## src/rtl/dma_chan_csr_pkg.sv

```systemverilog
package dma_chan_csr_pkg;

    // Bit positions that the engine and software both rely on
    localparam int ACT_BIT   = 0;
    localparam int END_BIT   = 1;
    localparam int INT_BIT   = 2;
    localparam int PAUSE_BIT = 4;
    localparam int HELD_BIT  = 5;
    localparam int ERR_BIT   = 8;

    // Launch tracker state
    typedef struct packed {
        logic start;
        logic busy;
    } launch_st_t;

endpackage

```

## src/rtl/dma_chan_csr_wr.sv

```systemverilog
// Applies one software write to the current word: reset, flag clears, masked merge.
module dma_chan_csr_wr #(
    parameter int              WORD_W  = 32,
    parameter logic [WORD_W-1:0] RW_MASK = 32'h30FF_0001
) (
    input  logic [WORD_W-1:0] cur_word_i,
    input  logic              wr_en_i,
    input  logic [WORD_W-1:0] wr_data_i,
    output logic [WORD_W-1:0] merged_o,
    output logic              rst_hit_o,
    output logic              ack_hit_o
);
    import dma_chan_csr_pkg::*;

    localparam int RST_BIT = WORD_W - 1;

    logic [WORD_W-1:0] tmp;

    always_comb begin
        tmp       = cur_word_i;
        rst_hit_o = 1'b0;
        ack_hit_o = 1'b0;
        if (wr_en_i) begin
            if (wr_data_i[RST_BIT]) begin
                tmp       = '0;
                rst_hit_o = 1'b1;
            end
            if (wr_data_i[END_BIT]) begin
                tmp[END_BIT] = 1'b0;
            end
            if (wr_data_i[INT_BIT]) begin
                tmp[INT_BIT] = 1'b0;
                ack_hit_o    = 1'b1;
            end
            tmp = (tmp & ~RW_MASK) | (wr_data_i & RW_MASK);
        end
        merged_o = tmp;
    end

endmodule

```

## src/rtl/dma_chan_csr_evt.sv

```systemverilog
// Folds engine events into the word after the software write has been applied.
module dma_chan_csr_evt #(
    parameter int WORD_W = 32
) (
    input  logic [WORD_W-1:0] word_i,
    input  logic              launch_i,
    input  logic              blk_done_i,
    input  logic              blk_irq_en_i,
    input  logic              chain_done_i,
    output logic [WORD_W-1:0] word_o
);
    import dma_chan_csr_pkg::*;

    always_comb begin
        word_o = word_i;
        if (launch_i) begin
            word_o[PAUSE_BIT] = 1'b0;
        end
        if (blk_done_i) begin
            word_o[END_BIT] = 1'b1;
            if (blk_irq_en_i) begin
                word_o[INT_BIT] = 1'b1;
            end
        end
        if (chain_done_i) begin
            word_o[ACT_BIT]   = 1'b0;
            word_o[PAUSE_BIT] = 1'b1;
        end
    end

endmodule

```

## src/rtl/dma_chan_csr_launch.sv

```systemverilog
// Edge-detects the active bit and tracks engine occupancy.
module dma_chan_csr_launch (
    input  logic clk,
    input  logic rst_n,
    input  logic wr_en_i,
    input  logic old_act_i,
    input  logic new_act_i,
    input  logic chain_done_i,
    output logic launch_o,
    output logic start_o,
    output logic busy_o
);
    import dma_chan_csr_pkg::*;

    launch_st_t st_d, st_q;

    always_comb begin
        launch_o   = wr_en_i && !old_act_i && new_act_i && !st_q.busy;
        st_d.start = launch_o;
        if (chain_done_i) begin
            st_d.busy = 1'b0;
        end else if (launch_o) begin
            st_d.busy = 1'b1;
        end else begin
            st_d.busy = st_q.busy;
        end
    end

    always_ff @(posedge clk) begin
        if (!rst_n) begin
            st_q <= '0;
        end else begin
            st_q <= st_d;
        end
    end

    assign start_o = st_q.start;
    assign busy_o  = st_q.busy;

endmodule

```

## src/rtl/dma_chan_csr.sv

```systemverilog
module dma_chan_csr #(
    parameter int              WORD_W  = 32,
    parameter logic [WORD_W-1:0] RW_MASK = 32'h30FF_0001
) (
    input  logic              clk,
    input  logic              rst_n,
    input  logic              wr_en_i,
    input  logic [WORD_W-1:0] wr_data_i,
    input  logic              blk_done_i,
    input  logic              blk_irq_en_i,
    input  logic              chain_done_i,
    output logic [WORD_W-1:0] status_o,
    output logic              start_o,
    output logic              irq_o,
    output logic              irq_ack_o,
    output logic              desc_clr_o
);
    import dma_chan_csr_pkg::*;

    typedef struct packed {
        logic [WORD_W-1:0] word;
        logic              desc_clr;
        logic              irq_ack;
    } csr_st_t;

    csr_st_t st_d, st_q;

    logic [WORD_W-1:0] merged;
    logic [WORD_W-1:0] evt_word;
    logic              rst_hit;
    logic              ack_hit;
    logic              launch;
    logic              busy;

    dma_chan_csr_wr #(
        .WORD_W (WORD_W),
        .RW_MASK(RW_MASK)
    ) u_wr (
        .cur_word_i(st_q.word),
        .wr_en_i   (wr_en_i),
        .wr_data_i (wr_data_i),
        .merged_o  (merged),
        .rst_hit_o (rst_hit),
        .ack_hit_o (ack_hit)
    );

    dma_chan_csr_launch u_launch (
        .clk         (clk),
        .rst_n       (rst_n),
        .wr_en_i     (wr_en_i),
        .old_act_i   (st_q.word[ACT_BIT]),
        .new_act_i   (merged[ACT_BIT]),
        .chain_done_i(chain_done_i),
        .launch_o    (launch),
        .start_o     (start_o),
        .busy_o      (busy)
    );

    dma_chan_csr_evt #(
        .WORD_W(WORD_W)
    ) u_evt (
        .word_i      (merged),
        .launch_i    (launch),
        .blk_done_i  (blk_done_i),
        .blk_irq_en_i(blk_irq_en_i),
        .chain_done_i(chain_done_i),
        .word_o      (evt_word)
    );

    always_comb begin
        st_d.word     = evt_word;
        st_d.desc_clr = rst_hit;
        st_d.irq_ack  = ack_hit;
    end

    always_ff @(posedge clk) begin
        if (!rst_n) begin
            st_q <= '0;
        end else begin
            st_q <= st_d;
        end
    end

    assign status_o   = st_q.word;
    assign irq_o      = st_q.word[INT_BIT];
    assign irq_ack_o  = st_q.irq_ack;
    assign desc_clr_o = st_q.desc_clr;

    logic unused_busy;
    assign unused_busy = busy;

endmodule

```

## config.mk

```make
export PLATFORM = sky130hd
export DESIGN_NAME = dma_chan_csr
export DESIGN_NICKNAME = d
export VERILOG_FILES = /design/src/rtl/dma_chan_csr_pkg.sv /design/src/rtl/dma_chan_csr_wr.sv /design/src/rtl/dma_chan_csr_evt.sv /design/src/rtl/dma_chan_csr_launch.sv /design/src/rtl/dma_chan_csr.sv
export SDC_FILE = /design/constraint.sdc
export NUM_CORES = 1
export LEC_CHECK = 0
export ABC_CLOCK_PERIOD_IN_PS = 4300
export BUFFER_PORTS_ARGS = -buffer_cell sky130_fd_sc_hd__buf_2
export CAP_MARGIN = 20
export CORE_ASPECT_RATIO = 0.8
export CORE_MARGIN = 2
export CORE_UTILIZATION = 53
export CTS_BUF_LIST = sky130_fd_sc_hd__clkbuf_4
export DETAILED_ROUTE_END_ITERATION = 12
export PLACE_DENSITY_LB_ADDON = 0.15
export SYNTH_ARGS = -nofsm -noshare
export SYNTH_HDL_FRONTEND = slang
export SYNTH_HIERARCHICAL = 1
export SYNTH_SLANG_ARGS = --single-unit
export TNS_END_PERCENT = 5
```

## constraint.sdc

```tcl
create_clock -name clk -period 4.3 [get_ports clk]
set_clock_uncertainty 0.2 [all_clocks]
set_input_delay 0.86 -clock clk [delete_from_list [all_inputs] [get_ports clk]]
set_output_delay 0.86 -clock clk [all_outputs]
set_load 0.02 [all_outputs]
```

==> impl_metrics.toml <==
[timing]
layout_min_cycle_time_ns = 2.23
max_freq_mhz = 449
period_share_pct = 51.8
hold_violations = 0
rsz_0062_raised_after_global_routing = "no"
slew_viol_final = 0
postLayoutSetupSlackWorst_ns = 2.07
setup-tns-final_ns = 0
whs_ns = 0.249
max_slew_margin_pct = 65.5
worstMarginPinSlew_ns = 0.517
final-setup-viol-count = 0

[finish]
layout.nets = 218
layout.cell_area.non_filler_um2 = 1720
layout_cell_share_with_drive_strength_beyond_1_pct = 59.4
mostFrequentLayoutCell = "buf_2"
antennaDiodeCount = 0
top_library_cells_by_usage_in_the_layout_fill_and_taps_aside = "55 x buf_2, 36 x dfxtp_1, 35 x and2_2, 22 x and2_1, 7 x mux2_4"
syn2layout_area_growth_pct = 5.76
fillers = 243

[synth]
yosys_warnings = 6
yosysUniqueCellTypes = 21
synth_seq_area_share_pct = 44.2
synth_area_per_cell_um2 = 10.6
postSynthRegisterBits = 36
syn-cell-area_um2 = 1630
netlist_instances = 154
mappedNetlistNets = 192

[routing]
drt_iter0_drc = 48
drt-pass1-iter-count = 4
drc = 0
route.antenna.remaining_nets = 0
vias_per_cell = 4.42
avgRoutedWirePerCell_um = 11.4
detailroute.via_count = 963
routed_wirelength_um = 2490

[die]
die-width_um = 66.0
rows = 17
top_level_ports = 74
chipHeight_um = 53.6
core_um2 = 2850
design.die.area_um2 = 3540
effective_utilization_at_floorplan_pct = 57.2

[global_routing]
grt.overflow.total = 0
globalRouteTotalUtil_pct = 15.5
number_of_antenna_violations_at_the_first_check_in_global_routing = 0
grt.met3_usage_pct = 5.44
via_count_of_the_first_global_routing_pass = 908
wire_length_of_the_first_global_routing_pass_um = 4010
most_crowded_layer_gr = "met2"
use_met2_pct = 24.2
grt_start_max_net_pins = 37
globalRouteMet1Util_pct = 19.2

[clocking]
postCtsSetupBuffers = 0
cts.path.max_buffers = 2
clk_transition_reported_paths_ns = 0.10
clock-root-buffer = "clkbuf_4"
post_cts_hold_buffer_count = 0
cts_resized = 0
tritoncts_num_sinks = 36
clock_insertion_delay_worst_skew_ns = 0.32
tritoncts.num_buffers = 5
htreeDepth = 2
cts_tree = "done"

[power_and_ir_drop]
p_leak_nw = 0.899
ir_drop_mv = 0.192
powerDensity_nw_per_um2 = 329

[job]
maxCapViolCount = 0

[worst_setup_path]
critical_path_required_ns = 4.33
path_max_fanout = 20
critPathKind = "in2reg"
worst-endpoint-arrival_ns = 2.25
timing.critical_path.from_type = "input port"
timing.critical_path.to_type = "flip-flop"

[place]
detailedPlace.worstSlack_ns = 1.68
place_congestion = 0.635
placement.cell_area_um2 = 1680
io_buffers = 55
dpl.hpwl_um = 1690

[status]
run_status = "completed"

[hold_path]
holdCritPathClass = "reg2reg"
==> cell type report <==
| type | count | area, um^2 | share of cell area (%) |
|---|---|---|---|
| clock buffers | 5 | 37.5 | 2.18 |
| clock inverters | 2 | 7.51 | 0.435 |
| inverters | 3 | 11.3 | 0.653 |
| multi-input cells | 79 | 624 | 36.2 |
| flip-flops and latches | 36 | 721 | 41.8 |
| well taps | 38 | 47.5 | 2.76 |
| repair buffers | 55 | 275 | 16.0 |
==> flip-flops by register name (all words and copies together), names as in the netlist <==
name,flops
status_o,32
irq_ack_o,1
desc_clr_o,1
u_launch/busy_o,1
u_launch/start_o,1
==> worst paths after layout <==
path	start	to	slack, ns	cells after the start
worst max-delay path	wr_en_i	status_o[4]	2.07	5
worst min-delay path	u_launch/busy_o	u_launch/busy_o	0.25	2
worst max register to register	status_o[0]	status_o[4]	2.89	5
worst min register to register	u_launch/busy_o	u_launch/busy_o	0.25	2
==> critical path: stages <==
cell and delay [ns]:
buf_2 0.34, nand2_1 0.43, and2_1 0.30, a21o_1 0.14, and2_2 0.17
==> logic make-up (layout without fill, tap and decap cells) <==
group	count (synthesis)	after routing	share of synthesized area [%]
multiplexers	11	11	9.21
AO/OA/AOI/OAI	5	5	1.92
buffers and inverters	39	65	17.5
flip-flops	36	36	44.2
AND/OR/NAND/NOR	63	63	27.2
==> where the power goes <==
part           internal (mW)  switching [mW]  total, mW
clock                 0.0570          0.0992      0.156
sequential             0.342         0.00389      0.346
combinational         0.0325          0.0320     0.0645
==> synthesized netlist by cell type (all sizes together) <==
library cell | number | area share (%)
a21o | 2 | 1.0
a21oi | 1 | 0.31
and2 | 57 | 25
and4bb | 1 | 0.77
buf | 32 | 16
clkbuf | 4 | 1.2
dfxtp | 36 | 44
inv | 3 | 0.69
mux2 | 11 | 9.2
nand2 | 1 | 0.23
nand2b | 1 | 0.38
nand3b | 1 | 0.46
nor2b | 1 | 0.38
o21ai | 2 | 0.61
or2 | 1 | 0.38
==> stage by stage <==
stage / cells / util (%) / power, mW
2_1_floorplan: 154 / - / 0.410
3_3_place_gp: 211 / 58.9 / 0.417
3_5_place_dp: 211 / 58.9 / 0.419
4_1_cts: 218 / 60.5 / 0.577
5_1_grt: 218 / 60.5 / 0.599
6_report: 218 / 60.5 / 0.567
==> layer usage <==
metal | share of wire (%) | vias up
li1 | - | 495
met1 | 47 | 429
met2 | 44 | 35
met3 | 7.5 | 4
met4 | 1.4 | 0
met5 | 0 | -
No activity file was read; power rests on OpenSTA's default activity.
